**src/rtl/link_pkg.sv**
```systemverilog
package link_pkg;

    typedef enum logic [2:0] {
        ST_IDLE          = 3'd0,
        ST_INT_LOW       = 3'd1,
        ST_INT_HIGH      = 3'd2,
        ST_EXT_WAIT_FALL = 3'd3,
        ST_EXT_WAIT_RISE = 3'd4
    } link_state_t;

    localparam int CTRL_START_BIT = 7;
    localparam int CTRL_SRC_BIT   = 0;

endpackage

```
**src/rtl/link_sync.sv**
```systemverilog
module link_sync #(
    parameter int   STAGES = 2,
    parameter logic INIT   = 1'b1
) (
    input  logic clk,
    input  logic rst_n,
    input  logic d,
    output logic q
);
    logic [STAGES-1:0] pipe;

    generate
        for (genvar i = 0; i < STAGES; i++) begin : g_stage
            if (i == 0) begin : g_first
                always_ff @(posedge clk or negedge rst_n) begin
                    if (!rst_n) pipe[0] <= INIT;
                    else        pipe[0] <= d;
                end
            end else begin : g_next
                always_ff @(posedge clk or negedge rst_n) begin
                    if (!rst_n) pipe[i] <= INIT;
                    else        pipe[i] <= pipe[i-1];
                end
            end
        end
    endgenerate

    assign q = pipe[STAGES-1];
endmodule

```
**src/rtl/link_half_timer.sv**
```systemverilog
module link_half_timer #(
    parameter int HALF = 256
) (
    input  logic clk,
    input  logic rst_n,
    input  logic clr,
    output logic tick
);
    localparam int CW = (HALF > 1) ? $clog2(HALF) : 1;

    logic [CW-1:0] cnt_q;

    assign tick = (cnt_q == CW'(HALF - 1));

    always_ff @(posedge clk or negedge rst_n) begin
        if (!rst_n)    cnt_q <= '0;
        else if (clr)  cnt_q <= '0;
        else if (tick) cnt_q <= '0;
        else           cnt_q <= cnt_q + 1'b1;
    end
endmodule

```
**src/rtl/link_shift_reg.sv**
```systemverilog
module link_shift_reg #(
    parameter int WIDTH = 8
) (
    input  logic             clk,
    input  logic             rst_n,
    input  logic             load_en,
    input  logic [WIDTH-1:0] load_val,
    input  logic             drive_en,
    input  logic             shift_en,
    input  logic             sin,
    output logic [WIDTH-1:0] data_q,
    output logic             sout
);
    always_ff @(posedge clk or negedge rst_n) begin
        if (!rst_n) begin
            data_q <= '0;
            sout   <= 1'b1;
        end else begin
            if (load_en)       data_q <= load_val;
            else if (shift_en) data_q <= {data_q[WIDTH-2:0], sin};
            if (drive_en)      sout   <= data_q[WIDTH-1];
        end
    end
endmodule

```
**src/rtl/link_fsm.sv**
```systemverilog
module link_fsm
    import link_pkg::*;
#(
    parameter int WIDTH = 8
) (
    input  logic clk,
    input  logic rst_n,
    input  logic ctrl_wr_en,
    input  logic ctrl_start,
    input  logic ctrl_src,
    input  logic half_tick,
    input  logic sck_sync,
    output logic busy,
    output logic xfer_irq,
    output logic clk_internal,
    output logic sck_out,
    output logic sck_oe,
    output logic drive_en,
    output logic shift_en,
    output logic timer_clr
);
    localparam int CNT_W = (WIDTH > 2) ? $clog2(WIDTH) : 1;

    link_state_t       state_q, state_d;
    logic [CNT_W-1:0]  bit_q;
    logic              sck_prev_q;
    logic              irq_q;
    logic              src_q;
    logic              ext_rise, ext_fall, last_bit, start_req, idle;

    assign idle      = (state_q == ST_IDLE);
    assign ext_rise  = sck_sync & ~sck_prev_q;
    assign ext_fall  = ~sck_sync & sck_prev_q;
    assign last_bit  = (bit_q == CNT_W'(WIDTH - 1));
    assign start_req = ctrl_wr_en && ctrl_start && idle;

    // Next state and shift strobes
    always_comb begin
        state_d  = state_q;
        drive_en = 1'b0;
        shift_en = 1'b0;
        unique case (state_q)
            ST_IDLE: begin
                if (start_req) begin
                    if (ctrl_src) begin
                        state_d  = ST_INT_LOW;
                        drive_en = 1'b1;
                    end else begin
                        state_d  = ST_EXT_WAIT_FALL;
                    end
                end
            end
            ST_INT_LOW: begin
                if (half_tick) begin
                    shift_en = 1'b1;
                    state_d  = last_bit ? ST_IDLE : ST_INT_HIGH;
                end
            end
            ST_INT_HIGH: begin
                if (half_tick) begin
                    drive_en = 1'b1;
                    state_d  = ST_INT_LOW;
                end
            end
            ST_EXT_WAIT_FALL: begin
                if (ext_fall) begin
                    drive_en = 1'b1;
                    state_d  = ST_EXT_WAIT_RISE;
                end
            end
            ST_EXT_WAIT_RISE: begin
                if (ext_rise) begin
                    shift_en = 1'b1;
                    state_d  = last_bit ? ST_IDLE : ST_EXT_WAIT_FALL;
                end
            end
            default: state_d = ST_IDLE;
        endcase
    end

    // State register and companions
    always_ff @(posedge clk or negedge rst_n) begin
        if (!rst_n) begin
            state_q    <= ST_IDLE;
            bit_q      <= '0;
            sck_prev_q <= 1'b1;
            irq_q      <= 1'b0;
            src_q      <= 1'b0;
        end else begin
            state_q    <= state_d;
            sck_prev_q <= sck_sync;
            irq_q      <= shift_en && last_bit;
            if (start_req)     bit_q <= '0;
            else if (shift_en) bit_q <= bit_q + 1'b1;
            if (ctrl_wr_en && idle) src_q <= ctrl_src;
        end
    end

    // Outputs
    always_comb begin
        busy         = !idle;
        xfer_irq     = irq_q;
        clk_internal = src_q;
        sck_out      = (state_q != ST_INT_LOW);
        sck_oe       = (state_q == ST_INT_LOW) || (state_q == ST_INT_HIGH);
        timer_clr    = idle || (state_d != state_q);
    end
endmodule

```
**src/rtl/link_shift_port.sv**
```systemverilog
module link_shift_port
    import link_pkg::*;
#(
    parameter int CLK_DIV     = 512,
    parameter int WIDTH       = 8,
    parameter int SYNC_STAGES = 2
) (
    input  logic             clk,
    input  logic             rst_n,
    input  logic             data_wr_en,
    input  logic [WIDTH-1:0] data_wr,
    input  logic             ctrl_wr_en,
    input  logic [7:0]       ctrl_wr,
    output logic [WIDTH-1:0] data_q,
    output logic             busy,
    output logic             clk_internal,
    output logic             xfer_irq,
    output logic             ser_out,
    input  logic             ser_in,
    output logic             sck_out,
    output logic             sck_oe,
    input  logic             sck_in
);
    localparam int HALF = CLK_DIV / 2;

    logic sck_sync, sin_sync, half_tick, timer_clr, drive_en, shift_en;

    link_sync #(.STAGES(SYNC_STAGES), .INIT(1'b1)) u_sck_sync (
        .clk(clk), .rst_n(rst_n), .d(sck_in), .q(sck_sync)
    );

    link_sync #(.STAGES(SYNC_STAGES), .INIT(1'b1)) u_sin_sync (
        .clk(clk), .rst_n(rst_n), .d(ser_in), .q(sin_sync)
    );

    link_half_timer #(.HALF(HALF)) u_timer (
        .clk(clk), .rst_n(rst_n), .clr(timer_clr), .tick(half_tick)
    );

    link_fsm #(.WIDTH(WIDTH)) u_fsm (
        .clk          (clk),
        .rst_n        (rst_n),
        .ctrl_wr_en   (ctrl_wr_en),
        .ctrl_start   (ctrl_wr[CTRL_START_BIT]),
        .ctrl_src     (ctrl_wr[CTRL_SRC_BIT]),
        .half_tick    (half_tick),
        .sck_sync     (sck_sync),
        .busy         (busy),
        .xfer_irq     (xfer_irq),
        .clk_internal (clk_internal),
        .sck_out      (sck_out),
        .sck_oe       (sck_oe),
        .drive_en     (drive_en),
        .shift_en     (shift_en),
        .timer_clr    (timer_clr)
    );

    link_shift_reg #(.WIDTH(WIDTH)) u_shift (
        .clk      (clk),
        .rst_n    (rst_n),
        .load_en  (data_wr_en && !busy),
        .load_val (data_wr),
        .drive_en (drive_en),
        .shift_en (shift_en),
        .sin      (sin_sync),
        .data_q   (data_q),
        .sout     (ser_out)
    );
endmodule

```
**config.mk**
```make
export PLATFORM = sky130hd
export DESIGN_NAME = link_shift_port
export DESIGN_NICKNAME = d
export VERILOG_FILES = /design/src/rtl/link_pkg.sv /design/src/rtl/link_sync.sv /design/src/rtl/link_half_timer.sv /design/src/rtl/link_shift_reg.sv /design/src/rtl/link_fsm.sv /design/src/rtl/link_shift_port.sv
export SDC_FILE = /design/constraint.sdc
export NUM_CORES = 1
export LEC_CHECK = 0
export ABC_AREA = 0
export BUFFER_PORTS_ARGS = -buffer_cell sky130_fd_sc_hd__buf_2
export CAP_MARGIN = 20
export CORE_ASPECT_RATIO = 1.75
export CORE_MARGIN = 2
export CORE_UTILIZATION = 50
export CTS_CLUSTER_DIAMETER = 120
export CTS_CLUSTER_SIZE = 16
export DETAILED_ROUTE_END_ITERATION = 7
export PLACE_DENSITY = 0.77
export SYNTH_ARGS = -nofsm -noshare
export SYNTH_HDL_FRONTEND = slang
export SYNTH_SLANG_ARGS = --single-unit
```
**constraint.sdc**
```tcl
create_clock -name clk -period 2.61 [get_ports clk]
set_clock_uncertainty 0.2 [all_clocks]
set_input_delay 0.3915 -clock clk [delete_from_list [all_inputs] [get_ports clk]]
set_output_delay 0.3915 -clock clk [all_outputs]
set_load 0.1 [all_outputs]
```
==> results of run 1 <==
## routing by layer
layer  track usage [%]  vias up  part of all wire (%)
met5                 0        -                     0
met4             9.804        0                   2.0
met3             4.265        6                   4.7
met2             41.22       44                    55
met1             23.05      598                    38
li1                  -      589                     -
## registers in the layout, summed over array words and instances, names as in the netlist
| name | count |
|---|---|
| u_fsm.bit_q | 3 |
| u_sin_sync.q | 1 |
| u_fsm.sck_prev_q | 1 |
| u_fsm.clk_internal | 1 |
| u_timer.cnt_q | 8 |
| u_fsm.xfer_irq | 1 |
| u_sck_sync.pipe | 1 |
| u_shift.data_q | 8 |
| u_shift.sout | 1 |
| u_sin_sync.pipe | 1 |
| u_sck_sync.q | 1 |
| u_fsm.state_q | 3 |
## worst register-to-register path: stages (launching register included)
cell	delay (ns)
sky130_fd_sc_hd__dfrtp_1	0.54
sky130_fd_sc_hd__or3b_4	0.44
sky130_fd_sc_hd__or3_1	0.48
sky130_fd_sc_hd__nand2_2	0.23
sky130_fd_sc_hd__o211ai_1	0.14
## synth_stat cells
cell type | n | area, sq um
sky130_fd_sc_hd__nand3b_1 | 1 | 7.510
sky130_fd_sc_hd__or3b_4 | 1 | 11.26
sky130_fd_sc_hd__nor2_1 | 7 | 26.28
sky130_fd_sc_hd__and2_1 | 2 | 12.51
sky130_fd_sc_hd__nor4b_1 | 1 | 8.760
sky130_fd_sc_hd__inv_1 | 1 | 3.750
sky130_fd_sc_hd__o21ai_0 | 14 | 70.07
sky130_fd_sc_hd__a21boi_0 | 1 | 7.510
sky130_fd_sc_hd__nand4_1 | 1 | 6.260
sky130_fd_sc_hd__mux2i_1 | 1 | 10.01
sky130_fd_sc_hd__a21oi_2 | 1 | 8.760
sky130_fd_sc_hd__ha_1 | 3 | 37.54
sky130_fd_sc_hd__nor2b_1 | 3 | 18.77
sky130_fd_sc_hd__or4b_2 | 1 | 10.01
sky130_fd_sc_hd__nor3_1 | 5 | 25.02
sky130_fd_sc_hd__nand3_1 | 10 | 50.05
sky130_fd_sc_hd__xnor2_1 | 2 | 17.52
sky130_fd_sc_hd__nand2b_1 | 2 | 12.51
sky130_fd_sc_hd__o2111ai_1 | 1 | 8.760
sky130_fd_sc_hd__o221ai_1 | 1 | 8.760
sky130_fd_sc_hd__buf_1 | 2 | 7.510
sky130_fd_sc_hd__xor2_1 | 3 | 26.28
sky130_fd_sc_hd__clkbuf_1 | 3 | 11.26
sky130_fd_sc_hd__a21oi_1 | 3 | 15.01
sky130_fd_sc_hd__buf_2 | 1 | 5.000
sky130_fd_sc_hd__dfrtp_1 | 24 | 600.6
sky130_fd_sc_hd__a22oi_1 | 1 | 7.510
sky130_fd_sc_hd__o311ai_0 | 1 | 8.760
sky130_fd_sc_hd__o21ba_2 | 1 | 10.01
sky130_fd_sc_hd__and2b_2 | 1 | 8.760
sky130_fd_sc_hd__o31ai_1 | 1 | 7.510
sky130_fd_sc_hd__nand2_2 | 1 | 6.260
sky130_fd_sc_hd__buf_6 | 1 | 11.26
sky130_fd_sc_hd__and3b_1 | 1 | 8.760
sky130_fd_sc_hd__nor3b_1 | 1 | 7.510
sky130_fd_sc_hd__nand2_1 | 21 | 78.83
sky130_fd_sc_hd__o211ai_1 | 8 | 60.06
sky130_fd_sc_hd__a21o_1 | 1 | 7.510
sky130_fd_sc_hd__dfstp_2 | 6 | 157.7
sky130_fd_sc_hd__or3_1 | 3 | 18.77
sky130_fd_sc_hd__mux2_2 | 2 | 22.52
sky130_fd_sc_hd__and3_1 | 2 | 12.51
## area by class of cell
cell class / instances / area (sq um)
Sequential cell: 30 / 758.2
Inverter: 1 / 3.754
Fill cell: 253 / 1134
Clock buffer: 8 / 90.09
Timing Repair Buffer: 33 / 177.7
Tap cell: 28 / 35.03
Multi-Input combinational cell: 109 / 664.4
## final timing paths
| check | cells past startpoint | end | slack [ns] | from |
|---|---|---|---|---|
| min reg2reg | 0 | u_sin_sync.q | 0.15 | u_sin_sync.pipe[0] |
| max reg2reg | 4 | u_shift.data_q[2] | 0.45 | u_fsm.state_q[0] |
| max in group asynchronous | 2 | u_shift.data_q[2] | 1.31 | rst_n |
| min | 1 | u_sin_sync.pipe[0] | 0.009 | ser_in |
| min in group asynchronous | 2 | u_fsm.clk_internal | 0.48 | rst_n |
| max | 3 | sck_oe | 0.38 | u_fsm.state_q[0] |
## kinds of logic (layout without fill, tap and decap cells)
kind of cell | Yosys count | in the layout | synth area share, %
muxes | 3 | 3 | 2.226
AOI/OAI and AO/OA | 34 | 34 | 15.07
xor gates and xnor gates | 5 | 5 | 2.997
adders and majority gates | 3 | 3 | 2.569
and+or+nand+nor | 64 | 64 | 22.60
buffers and inverters | 8 | 42 | 2.654
DFF | 30 | 30 | 51.88
## what timing repair did
item                       in CTS  in global routing
hold buffers                    1                  0
setup endpoints to repair       0                  0
hold endpoints to repair       24                  0
## through the flow
stage / area (sq um) / worst slack, ns / std cells / hold WS, ns
6_report: 1729 / 0.3778 / 209 / 0.009220
5_1_grt: 1729 / 0.2828 / 209 / 0.001121
4_1_cts: 1729 / 0.3648 / 209 / 0.003646
3_5_place_dp: 1629 / 0.4757 / 200 / 0.1470
3_3_place_gp: 1629 / 0.5420 / 200 / 0.1454
2_1_floorplan: 1461 / 0.4704 / 147 / -0.1041
## layout by cell type, fill, tap and decap left out, drive strengths merged, types with 2 or more instances in the layout
cell,Yosys,layout
dfstp,6,6
ha,3,3
or3,3,3
nor2,7,7
nor3,5,5
clkbuf,3,8
xor2,3,3
mux2,2,2
and3,2,2
buf,4,32
nor2b,3,3
o21ai,14,14
o211ai,8,8
xnor2,2,2
and2,2,2
a21oi,4,4
nand2,22,22
nand3,10,10
nand2b,2,2
dfrtp,24,24
==> summary.txt, run 1 <==
Synth
  – Gate Count Post-Synth: around 150
  – Synthesized net count: about 170
  – Post-synth cell types: between 40 and 50
  – Post-Synthesis Mean Instance Area: between 9 and 10 sq um
  – Synthesized cell area: about 1500 sq um
  – Yosys warns: 0
  – Sequential fraction of the synthesis area: 51.88%
  – Synth Register Bits: 30

STA
  – Final hold violation count: 0
  – Portion of the clock cycle consumed by the worst path in the final layout: between 80% and 90%
  – Number of setup violations in the final report: 0
  – Unrepaired setup endpoints after global routing: false
  – Final critical delay including setup and external delays: 2.232 ns
  – Max-slew violation count: 0
  – Peak clock frequency supported by timing: around 0.45 GHz
  – Tightest Pin Transition: 0.6605 ns
  – Max_slew headroom: approximately 56%
  – Setup TNS after final layout: 0 ns

Clock network
  – Clock network latency to the later pin of the worst-skew pair: approximately 0.28 ns
  – Setup Buffers After CTS: 0
  – Total number of H-tree levels: 2
  – Maximum clock path buffer count: 2
  – Count of instances resized after the clock tree is built: 0
  – Clock tree from TritonCTS: done
  – Clock Pin Slew Worst Setup and Hold Paths: 0.06 ns
  – Clock buffer count from CTS: 5
  – Number of clock sinks: 30
  – Buffer cell driving the clock tree root: sky130_fd_sc_hd__clkbuf_8

GRT
  – Overflow left after global routing: 0
  – Global-route wire length before repair: roughly 5.4 mm
  – Global-route total usage across every layer: 22.04%
  – Largest net degree at the start of global routing: 31
  – Via count of the first global-routing pass: between 1000 and 1500
  – Initial antenna violation count: 0

Cells and area
  – Synthesis-to-layout area growth: 18.32%
  – Antenna diode count: 0
  – Post-route core utilization: roughly 60%
  – Share of layout cells above drive strength 1: 28.73%
  – Nets: around 210

Floorplanning
  – Area of the placeable core: approximately 2900 sq um
  – Vertical die dimension: between 70 and 80 um
  – Initial cell density of the core: 51.05%
  – Die footprint: ~3400 sq um
  – Row Count: 26
  – IO Pins: 36
  – Die Wd: around 45 um

Drt
  – Antenna-violating nets left: 0
  – Number of detailed-route iterations in the first pass: 4
  – Via count: between 1000 and 1500
  – Final wirelength: between 3 and 4 mm
  – First-iteration detailed-routing DRC count: 30
  – DRC violation count after routing: 0
  – Drt via density: 5.919
  – Routed wire length per instance: roughly 15 um

Setup path
  – Number of buffer and inverter stages on the critical path: 1
  – Critical path launch point type: flip-flop
  – Arrival @ worst endpoint: 1.64 ns
  – Maximum net fanout on the critical path: 13
  – Type of element capturing the critical path: primary output
  – Critical path type: flip-flop to primary output
  – Chain of cells forming the critical path: nor2b_1, o21ba_2, buf_2
  – Worst Path Required: a little over 2 ns
  – Cell family contributing the most delay on the critical path: flip-flops
  – Cell with the biggest individual delay on the critical path: sky130_fd_sc_hd__dfrtp_1
  – Largest stage delay on the critical path: 0.54 ns

Placed design
  – Quantity of I/O buffers inserted on ports: 29
  – Final estimated routing congestion in global placement: about 0.74
  – Half-perimeter wire length of the detailed placement result: approximately 2.4 mm

Worst hold path
  – Min-delay worst type: input pin to flip-flop

Run status
  – Result of the run: finished clean

Run
  – Count of max-cap constraint violations: 0
Power of run 1 is left out: the tool's default activity adds up to more than one toggle a clock period on the data nets, which glitch-free logic cannot reach.
==> inputs of run 2 (changes only) <==
--- a/config.mk
+++ b/config.mk
@@ -14,7 +14,8 @@
 export CTS_CLUSTER_DIAMETER = 120
 export CTS_CLUSTER_SIZE = 16
 export DETAILED_ROUTE_END_ITERATION = 7
-export PLACE_DENSITY = 0.77
+export PLACE_DENSITY = 0.76
 export SYNTH_ARGS = -nofsm -noshare
 export SYNTH_HDL_FRONTEND = slang
+export SYNTH_HIERARCHICAL = 1
 export SYNTH_SLANG_ARGS = --single-unit
==> summary.txt, run 2 <==
Setup path
  – Critical path depth: 12
  – Maximum net fanout on the critical path: 4
  – Chain of cells forming the critical path: ha_2, and4_4, nand2_4, nor2_4, or3b_1, a21oi_2, nor2_2, and3b_1, o22ai_2, and2b_2, a32o_1, a21o_1
  – Cell with the biggest individual delay on the critical path: sky130_fd_sc_hd__dfrtp_1
  – Cell family contributing the most delay on the critical path: simple AND/OR/NAND/NOR gates
  – Arrival @ worst endpoint: ~2.7 ns
  – Number of buffer and inverter stages on the critical path: 0
  – Worst Path Required: around 2.6 ns
  – Critical path launch point type: flip-flop
  – Reg2Reg Depth: 12
  – Type of element capturing the critical path: flip-flop
  – Largest stage delay on the critical path: 0.40 ns
  – Critical path type: flip-flop to flip-flop

STA
  – Max_slew headroom: between 50 and 60%
  – Setup TNS after final layout: -0.1123 ns
  – Portion of the clock cycle consumed by the worst path in the final layout: 104.3%
  – Peak clock frequency supported by timing: 0.3673 GHz
  – Number of setup violations in the final report: 1
  – Final hold violation count: 0
  – Max-slew violation count: 0
  – Final critical delay including setup and external delays: 2.722 ns
  – Tightest Pin Transition: about 0.65 ns
  – Unrepaired setup endpoints after global routing: true
  – Worst Slack Setup Final: -0.1123 ns

Power and ir drop
  – Gate power share: about three fifths
  – Sequential fraction of design power: 26.1%
  – Leakage dissipation: slightly below 1 nW
  – Fraction of power spent switching nets: 53.93%
  – P per Cell Area: ~1300 nW/um^2
  – Share of power burned in the clock network: between 10% and 20%
  – Final total power: 2.707 mW
  – Peak supply drop: roughly 1.1 mV
  – Internal power: approximately 1.2 mW
  – Net Switching: approximately 1.5 mW

Cells and area
  – Post-route insts no fill: roughly 240
  – Synthesis-to-layout area growth: 31.65%
  – Antenna diode count: 0
  – Largest regs: u_shift/data_q x8, u_timer/cnt_q x8
  – Final non-filler cell area: 2051 sq um
  – Nets: around 220
  – Share of layout cells above drive strength 1: around 45%
  – Most common cell after layout, fill and taps aside: sky130_fd_sc_hd__buf_2
  – Commonest cells after routing, fill and taps aside: 29 x sky130_fd_sc_hd__buf_2, 24 x sky130_fd_sc_hd__dfrtp_1, 20 x sky130_fd_sc_hd__buf_4

Worst hold path
  – Min-delay worst type: input pin to flip-flop
  – Cell depth of the worst hold path: 3

Synth
  – Ranking of synthesized cells by area: sky130_fd_sc_hd__dfrtp_1 39%, sky130_fd_sc_hd__dfstp_2 10%, sky130_fd_sc_hd__mux2i_1 6.4%, sky130_fd_sc_hd__nand2_1 3.6%, sky130_fd_sc_hd__nor2_1 2.7%
  – Gate Count Post-Synth: around 150
  – Main synth FF type: sky130_fd_sc_hd__dfrtp_1
  – FFs w/ async S/R, synth: 100.0%
  – Synth top cells by count: 24 x sky130_fd_sc_hd__dfrtp_1, 15 x sky130_fd_sc_hd__nand2_1, 11 x sky130_fd_sc_hd__nor2_1, 10 x sky130_fd_sc_hd__mux2i_1, 8 x sky130_fd_sc_hd__o21ai_1
  – Post-Synthesis Mean Instance Area: approximately 11 sq um
  – Yosys warns: 6
  – Area share of the largest cell type after synthesis: 38.55%
  – Post-synth cell types: 45
  – Biggest area consumer among synthesized cells: sky130_fd_sc_hd__dfrtp_1
  – Synthesized cell area: between 1500 and 2000 sq um
  – Sequential fraction of the synthesis area: between 40% and 50%
  – Count of flip-flops with a built-in enable after synthesis: 0
  – Synthesized net count: 170
  – Synth Register Bits: 30
  – Most frequently used cell type in the post-synthesis netlist: sky130_fd_sc_hd__dfrtp_1

Floorplanning
  – Area of the placeable core: ~3000 sq um
  – Row Count: 26
  – Die Wd: around 46 um
  – Initial cell density of the core: 52.62%
  – Vertical die dimension: roughly 78 um
  – Die footprint: about 3600 sq um
  – IO Pins: 36

Clock network
  – Clock Pin Slew Worst Setup and Hold Paths: approximately 0.070 ns
  – Clock buffer count from CTS: 5
  – Clock network latency to the later pin of the worst-skew pair: approximately 0.28 ns
  – Number of clock sinks: 30
  – Buffer cell driving the clock tree root: sky130_fd_sc_hd__clkbuf_8
  – Clock tree from TritonCTS: done
  – Total number of H-tree levels: 2
  – Maximum clock path buffer count: 2

GRT
  – Initial antenna violation count: 0
  – Global-route total usage across every layer: around 21%
  – Largest net degree at the start of global routing: 31
  – Via count of the first global-routing pass: 1306
  – Global-route wire length before repair: 5.595 mm
  – Overflow left after global routing: 0

Placed design
  – Instance count after placement with tap cells included: around 230
  – Post-Place Worst Slack: -0.1325 ns
  – Half-perimeter wire length of the detailed placement result: about 2.5 mm
  – Quantity of I/O buffers inserted on ports: 29
  – Final estimated routing congestion in global placement: ~0.9
  – Placement Cell Area: around 1800 sq um

Drt
  – Final wirelength: 3.426 mm
  – Number of detailed-route iterations in the first pass: 4
  – Drt via density: between 5 and 6
  – Routed wire length per instance: 14.16 um
  – DRC violation count after routing: 0
  – First-iteration detailed-routing DRC count: 19
  – Via count: 1303
  – Antenna-violating nets left: 0

Run status
  – Violated checks: setup timing
  – Result of the run: finished, violations left

Run
  – Count of max-cap constraint violations: 0
## run 2: power groups by stage
stage	sequential, mW	combinational (mW)	clock (mW)
floorplan	1.22	0.700	0
global placement	0.697	1.49	0
detailed placement	0.712	1.53	0
CTS	0.706	1.55	0.393
global route	0.725	1.70	0.411
finish	0.706	1.62	0.385
## run 2: cell families (layout without fill, tap and decap cells)
logic type / after synthesis / count (layout) / share of synthesized area [%]
AOI/OAI and AO/OA: 30 / 30 / 13.17
xor gates and xnor gates: 5 / 5 / 2.812
adders and majority gates: 3 / 3 / 2.410
buffers and inverters: 10 / 65 / 4.015
DFF: 30 / 30 / 48.67
muxes: 13 / 13 / 8.594
and+or+nand+nor: 54 / 54 / 20.32
## run 2: final timing paths
kind / start / end / slack, ns
worst max register to register: u_timer/cnt_q[1] / u_timer/cnt_q[7] / -0.11
worst min register to register: u_sck_sync/pipe[0] / u_sck_sync/q / 0.16
min in group asynchronous: rst_n / u_timer/cnt_q[3] / 0.46
max in group asynchronous: rst_n / u_fsm/xfer_irq / 1.33
worst min-delay path: data_wr[6] / u_shift/data_q[6] / 0.12
worst max-delay path: u_timer/cnt_q[1] / u_timer/cnt_q[7] / -0.11
## run 2: timing repair
action,CTS,global route
pin swaps,10,12
resized for setup,2,11
setup buffers,1,3
hold buffers,3,0
endpoints found under the setup margin,2,5
hold endpoints to repair,26,0
## run 2: worst register-to-register path, cell delays in order (launching register included)
cell	delay, ns
sky130_fd_sc_hd__dfrtp_1	0.40
sky130_fd_sc_hd__ha_2	0.20
sky130_fd_sc_hd__and4_4	0.16
sky130_fd_sc_hd__nand2_4	0.06
sky130_fd_sc_hd__nor2_4	0.04
sky130_fd_sc_hd__or3b_1	0.36
sky130_fd_sc_hd__a21oi_2	0.17
sky130_fd_sc_hd__nor2_2	0.08
sky130_fd_sc_hd__and3b_1	0.18
sky130_fd_sc_hd__o22ai_2	0.20
sky130_fd_sc_hd__and2b_2	0.25
sky130_fd_sc_hd__a32o_1	0.19
sky130_fd_sc_hd__a21o_1	0.15
## run 2: metrics by stage
step | util [%] | hold WS [ns]
floorplan | - | -0.1041
global placement | 62.47 | 0.1470
detailed placement | 62.47 | 0.1473
CTS | 67.16 | 0.1262
global route | 69.27 | 0.1320
finish | 69.27 | 0.1219
## run 2: area by class of cell
cell class / count / area (sq um)
clock inverters: 1 / 5.005
inverters: 4 / 15.01
well taps: 42 / 52.55
clock buffers: 7 / 86.33
multi-input cells: 105 / 797.0
fillers: 215 / 909.6
repair buffers: 53 / 336.6
flip-flops and latches: 30 / 758.2
## run 2: routing by layer
layer	global-route usage (%)	vias to the layer above	share of wire (%)
met3	4.884	12	5.4
met5	0	-	0
met1	22.58	624	38
li1	-	617	-
met4	12.00	0	3.7
met2	36.53	50	53
(Power assumes the default switching activity.)
